File: config.mk
export PLATFORM = sky130hd
export DESIGN_NAME = pcs66_codec
export DESIGN_NICKNAME = d
export VERILOG_FILES = /design/src/rtl/pcs66_pkg.sv /design/src/rtl/pcs66_mult_core.sv /design/src/rtl/pcs66_tx.sv /design/src/rtl/pcs66_rx.sv /design/src/rtl/pcs66_codec.sv
export SDC_FILE = /design/constraint.sdc
export NUM_CORES = 1
export LEC_CHECK = 0
export BUFFER_PORTS_ARGS = -buffer_cell sky130_fd_sc_hd__buf_2
export CAP_MARGIN = 20
export CORE_AREA = 2 2 177 179
export DETAILED_ROUTE_END_ITERATION = 16
export DIE_AREA = 0 0 179 181
export PLACE_DENSITY = 0.66
export SLEW_MARGIN = 15
export SYNTH_ARGS = -nofsm -noshare
export SYNTH_HDL_FRONTEND = slang
export SYNTH_SLANG_ARGS = --single-unit
File: constraint.sdc
create_clock -name clk_i -period 1.4 [get_ports clk_i]
set_input_delay 0.14 -clock clk_i [delete_from_list [all_inputs] [get_ports clk_i]]
set_output_delay 0.14 -clock clk_i [all_outputs]
set_load 0.01 [all_outputs]
File: src/rtl/pcs66_pkg.sv
package pcs66_pkg;
  localparam int unsigned PAY_W    = 64;
  localparam int unsigned HDR_W    = 2;
  localparam int unsigned BLK_W    = PAY_W + HDR_W;
  localparam int unsigned HIST_W   = 58;
  localparam int unsigned TAP_NEAR = 39;
  localparam int unsigned TAP_FAR  = 58;

  localparam logic [HDR_W-1:0] HDR_DATA = 2'b01;
  localparam logic [HDR_W-1:0] HDR_CTRL = 2'b10;

  typedef enum logic [1:0] {
    HK_DATA,
    HK_CTRL,
    HK_BAD
  } hdr_kind_e;

  function automatic hdr_kind_e classify_hdr(input logic [HDR_W-1:0] h);
    if (h == HDR_DATA)      return HK_DATA;
    else if (h == HDR_CTRL) return HK_CTRL;
    else                    return HK_BAD;
  endfunction
endpackage

File: src/rtl/pcs66_mult_core.sv
// Unrolled bit-serial multiplicative (de)scrambler; LSB first, hist[0] newest line bit.
module pcs66_mult_core #(
  parameter int unsigned PAY_W      = 64,
  parameter int unsigned HIST_W     = 58,
  parameter int unsigned TAP_NEAR   = 39,
  parameter int unsigned TAP_FAR    = 58,
  parameter bit          DESCRAMBLE = 1'b0
) (
  input  logic [HIST_W-1:0] hist_i,
  input  logic [PAY_W-1:0]  din_i,
  output logic [PAY_W-1:0]  dout_o,
  output logic [HIST_W-1:0] hist_o
);
  if (DESCRAMBLE) begin : g_descr
    // History is filled from the incoming (line) bits.
    always_comb begin
      logic [HIST_W-1:0] h;
      h = hist_i;
      for (int i = 0; i < PAY_W; i++) begin
        dout_o[i] = din_i[i] ^ h[TAP_NEAR-1] ^ h[TAP_FAR-1];
        h = {h[HIST_W-2:0], din_i[i]};
      end
      hist_o = h;
    end
  end else begin : g_scr
    // History is filled from the outgoing (line) bits.
    always_comb begin
      logic [HIST_W-1:0] h;
      logic              b;
      h = hist_i;
      for (int i = 0; i < PAY_W; i++) begin
        b = din_i[i] ^ h[TAP_NEAR-1] ^ h[TAP_FAR-1];
        dout_o[i] = b;
        h = {h[HIST_W-2:0], b};
      end
      hist_o = h;
    end
  end
endmodule

File: src/rtl/pcs66_tx.sv
module pcs66_tx
  import pcs66_pkg::*;
(
  input  logic              clk_i,
  input  logic              rst_ni,
  input  logic              in_valid_i,
  output logic              in_ready_o,
  input  logic [PAY_W-1:0]  in_data_i,
  input  logic              in_ctrl_i,
  output logic              out_valid_o,
  input  logic              out_ready_i,
  output logic [BLK_W-1:0]  out_blk_o,
  output logic [HIST_W-1:0] state_o
);
  logic [HIST_W-1:0] hist_q, hist_d;
  logic [PAY_W-1:0]  scr;
  logic              valid_q;
  logic [BLK_W-1:0]  blk_q;
  logic              accept;

  pcs66_mult_core #(
    .PAY_W(PAY_W), .HIST_W(HIST_W), .TAP_NEAR(TAP_NEAR), .TAP_FAR(TAP_FAR),
    .DESCRAMBLE(1'b0)
  ) u_scr (
    .hist_i(hist_q),
    .din_i (in_data_i),
    .dout_o(scr),
    .hist_o(hist_d)
  );

  assign in_ready_o = !valid_q || out_ready_i;
  assign accept     = in_valid_i && in_ready_o;

  always_ff @(posedge clk_i or negedge rst_ni) begin
    if (!rst_ni) begin
      hist_q  <= '1;
      valid_q <= 1'b0;
      blk_q   <= '0;
    end else if (accept) begin
      hist_q  <= hist_d;
      valid_q <= 1'b1;
      blk_q   <= {scr, (in_ctrl_i ? HDR_CTRL : HDR_DATA)};
    end else if (out_ready_i) begin
      valid_q <= 1'b0;
    end
  end

  assign out_valid_o = valid_q;
  assign out_blk_o   = blk_q;
  assign state_o     = hist_q;
endmodule

File: src/rtl/pcs66_rx.sv
module pcs66_rx
  import pcs66_pkg::*;
(
  input  logic              clk_i,
  input  logic              rst_ni,
  input  logic              in_valid_i,
  output logic              in_ready_o,
  input  logic [BLK_W-1:0]  in_blk_i,
  output logic              out_valid_o,
  input  logic              out_ready_i,
  output logic [PAY_W-1:0]  out_data_o,
  output logic              out_ctrl_o,
  output logic              out_err_o,
  output logic [HIST_W-1:0] state_o
);
  logic [HIST_W-1:0] hist_q, hist_d;
  logic [PAY_W-1:0]  descr;
  logic              valid_q, ctrl_q, err_q;
  logic [PAY_W-1:0]  data_q;
  logic              accept;
  hdr_kind_e         kind;

  pcs66_mult_core #(
    .PAY_W(PAY_W), .HIST_W(HIST_W), .TAP_NEAR(TAP_NEAR), .TAP_FAR(TAP_FAR),
    .DESCRAMBLE(1'b1)
  ) u_descr (
    .hist_i(hist_q),
    .din_i (in_blk_i[BLK_W-1:HDR_W]),
    .dout_o(descr),
    .hist_o(hist_d)
  );

  assign kind       = classify_hdr(in_blk_i[HDR_W-1:0]);
  assign in_ready_o = !valid_q || out_ready_i;
  assign accept     = in_valid_i && in_ready_o;

  always_ff @(posedge clk_i or negedge rst_ni) begin
    if (!rst_ni) begin
      hist_q  <= '1;
      valid_q <= 1'b0;
      data_q  <= '0;
      ctrl_q  <= 1'b0;
      err_q   <= 1'b0;
    end else if (accept) begin
      // Payload is descrambled even under a bad header to keep history aligned.
      hist_q  <= hist_d;
      valid_q <= 1'b1;
      data_q  <= descr;
      ctrl_q  <= (kind == HK_CTRL);
      err_q   <= (kind == HK_BAD);
    end else if (out_ready_i) begin
      valid_q <= 1'b0;
    end
  end

  assign out_valid_o = valid_q;
  assign out_data_o  = data_q;
  assign out_ctrl_o  = ctrl_q;
  assign out_err_o   = err_q;
  assign state_o     = hist_q;
endmodule

File: src/rtl/pcs66_codec.sv
module pcs66_codec
  import pcs66_pkg::*;
(
  input  logic              clk_i,
  input  logic              rst_ni,
  input  logic              tx_valid_i,
  output logic              tx_ready_o,
  input  logic [PAY_W-1:0]  tx_data_i,
  input  logic              tx_ctrl_i,
  output logic              line_valid_o,
  input  logic              line_ready_i,
  output logic [BLK_W-1:0]  line_blk_o,
  input  logic              rx_valid_i,
  output logic              rx_ready_o,
  input  logic [BLK_W-1:0]  rx_blk_i,
  output logic              rx_out_valid_o,
  input  logic              rx_out_ready_i,
  output logic [PAY_W-1:0]  rx_data_o,
  output logic              rx_ctrl_o,
  output logic              rx_hdr_err_o
);
  logic [HIST_W-1:0] tx_hist;
  logic [HIST_W-1:0] rx_hist;

  pcs66_tx u_tx (
    .clk_i      (clk_i),
    .rst_ni     (rst_ni),
    .in_valid_i (tx_valid_i),
    .in_ready_o (tx_ready_o),
    .in_data_i  (tx_data_i),
    .in_ctrl_i  (tx_ctrl_i),
    .out_valid_o(line_valid_o),
    .out_ready_i(line_ready_i),
    .out_blk_o  (line_blk_o),
    .state_o    (tx_hist)
  );

  pcs66_rx u_rx (
    .clk_i      (clk_i),
    .rst_ni     (rst_ni),
    .in_valid_i (rx_valid_i),
    .in_ready_o (rx_ready_o),
    .in_blk_i   (rx_blk_i),
    .out_valid_o(rx_out_valid_o),
    .out_ready_i(rx_out_ready_i),
    .out_data_o (rx_data_o),
    .out_ctrl_o (rx_ctrl_o),
    .out_err_o  (rx_hdr_err_o),
    .state_o    (rx_hist)
  );
endmodule

==> results.yml <==
run_status:
  outcome: "finished with violations"
  violations: "negative setup slack"
synth:
  synth_compound_area_share_pct: 7.40
  synthXorXnorAreaFrac_pct: 21.4
  synth_top_area_share_pct: 27.9
  post-synth-top-count-cell: "xnor2_1"
  yosysUniqueCellTypes: 28
  synthTopCellsByArea: "dfrtp_1 (28%), dfstp_2 (25%), mux2_2 (12%), xnor2_1 (12%), xnor3_1 (5.2%)"
  synth-simple-area-share_pct: 2.40
  syn_inst: 885
  ys_warn_count: 0
  synth_commonest_cells: "xnor2_1 (164), dfrtp_1 (134), mux2_2 (128)"
  synth.area.mux_share_pct: 12.9
  synth_area_leader_cell: "dfrtp_1"
  synthesis.area_per_instance_um2: 13.6
  synth-seq-cells: 250
  synth_fp_nets: 1023
  synthesis.area_um2: 12000
  synthAdderAreaFrac_pct: 0.104
  synth_enable_flop_cells: 0
  async_flop_share_pct: 100
  yosysSeqAreaShare_pct: 53.2
  synth_top_family_by_area: "XOR/XNOR gates"
  synth_top_flop_cell: "dfrtp_1"
die:
  num_rows: 64
  die_y_um: 181
  die_x_um: 179
  core-area_um2: 30300
  start_util_pct: 39.7
  dieArea_um2: 32400
  pin_count: 273
clock_tree:
  numCtsBuffers: 29
  htree_levels: 1
  clockBufferDepth: 3
  cts_tree: "done"
  path_clk_slew_ps: 60
  cts_root_buf: "clkbuf_16"
  clk_latency_ps: 540
  clock_sinks: 250
flow_run:
  maxCapViolCount: 0
drt:
  drtPass1Iterations: 4
  vias_per_cell: 4.98
  avgRoutedWirePerCell_um: 19.3
  wirelength_mm: 32.8
  routed-wl-met3_mm: 2.08
  drcViolationCount: 0
  top_layer_used: "met5"
  dr_wl_met2_mm: 15.7
  drt_iter0_markers: 352
  num_vias: 8484
  postRouteAntennaNets: 0
  wl_met1_mm: 13.8
critical_path:
  crit_fanout: 2
  required_ps: 1810
  path_class: "flip-flop to flip-flop"
  start_kind: "flip-flop"
  cp.arrival_ps: 1870
  crit_path_end_kind: "flip-flop"
hold_path:
  min_path_type: "input pin to flip-flop"
timing:
  period_minus_slack_ps: 1460
  relSlewSlack_pct: 72.1
  skew_ps: 18.0
  fmax_mhz: 685
  drv_slew: 0
  fin_tns_setup_ps: -414
  finalSetupViolCount: 22
  hold_ws_ps: 10.5
  tightest_slew_ps: 419
  rsz0062_at_grt: "yes"
  hold_violations: 0
  period_share_pct: 104
  finalWorstSetupSlack_ps: -59.0
global_routing:
  grt_max_degree: 50
  grt_pass1_vias: 8702
  grt_pass1_wl_mm: 48.9
  grt-ovfl-total: 0
  antenna_found_initial: 4
  grtUsageTotal_pct: 19.4
power_and_ir_drop:
  p_leak_uw: 0.00759
  ir_drop_uv: 1360
  pwr_density_cell_nw_per_um2: 2120
placed_design:
  dpl.hpwl_mm: 22.7
  dpl_worst_slack_ps: -180
  post-place-cells: 1556
  port_buffers: 272
  gp_congestion: 0.817
finish:
  drive_gt1_share_pct: 53.6
  area_delta_synth_final_pct: 37.9
  final_cells: 1703
  nNetsFinal: 1419
  post-route-util_pct: 54.7
-- per-stage QoR --
step,cell area [µm²],total power (µW)
floorplan,12000,20700
global placement,14200,25300
detailed placement,14200,25600
CTS,16200,34600
global route,16600,37100
finish,16600,35200
-- kinds of logic (layout without fill, tap and decap cells) --
| group | Yosys count | count (layout) |
|---|---|---|
| compound gates | 162 | 162 |
| xor+xnor | 223 | 223 |
| fa+ha+maj | 1 | 1 |
| buf+inv | 49 | 468 |
| flops | 250 | 250 |
| mux | 138 | 138 |
| other cells | 0 | 3 |
| simple gates | 62 | 62 |
-- cells in the final DEF (no fill, tap or decap), drive strengths merged, types with 16 or more instances in the layout --
cell type / n
clkbuf: 51
dfrtp: 134
xnor2: 169
a21o: 32
dlygate4sd3: 74
o21ai: 130
nor3: 16
mux2: 138
xnor3: 28
nand2: 29
dfstp: 116
buf: 332
-- per-layer routing --
layer | vias up | global-route usage (%)
met5 | - | 0
met4 | 4 | 7.19
met3 | 70 | 4.50
met2 | 259 | 31.2
met1 | 4288 | 25.4
li1 | 3863 | -
-- sequential cells by signal, indices dropped and copies added, names as in the netlist --
| name | flops |
|---|---|
| u_rx.out_ctrl_o | 1 |
| u_rx.out_data_o | 64 |
| u_rx.out_err_o | 1 |
| u_rx.out_valid_o | 1 |
| u_rx.state_o | 58 |
| u_tx.out_blk_o | 66 |
| u_tx.out_valid_o | 1 |
| u_tx.state_o | 58 |
-- critical path, stage by stage (launching register included) --
cell and delay, ps:
dfstp_2 540, xor3_2 510, xnor2_2 200, o21ai_1 90
-- where the power goes --
group / internal [µW] / switching (µW)
clock: 4840 / 2990
sequential: 10800 / 1990
combinational: 8050 / 6520
-- final timing paths --
check                           slack, ps               start  cells past startpoint                 end
worst min register to register        470  u_tx.out_blk_o[38]                      1  u_tx.out_blk_o[38]
min in group asynchronous             120              rst_ni                      2  u_tx.out_blk_o[54]
max in group asynchronous             620              rst_ni                      3    u_tx.state_o[50]
worst min-delay path                   10       tx_data_i[52]                      4    u_tx.state_o[11]
worst max-delay path                  -60    u_tx.state_o[41]                      3  u_tx.out_blk_o[57]
worst max register to register        -60    u_tx.state_o[41]                      3  u_tx.out_blk_o[57]
-- final cells by class --
class	count	area, µm²
fillers	2508	13700
flip-flops and latches	250	6400
multi-input cells	586	5710
repair buffers	411	2980
clock buffers	46	880
well taps	396	495
clock inverters	8	121
inverters	3	13.8
diodes	3	7.51
-- what timing repair did --
| action | 4_1_cts | 5_1_grt |
|---|---|---|
| endpoints found under the hold margin | 239 | 0 |
| endpoints found under the setup margin | 119 | 113 |
| pin swaps | 37 | 21 |
| gates cloned | 0 | 7 |
| setup buffers | 6 | 4 |
| gates resized for setup | 58 | 65 |
| hold buffers | 74 | 0 |
No activity file was read; power rests on OpenSTA's default activity.
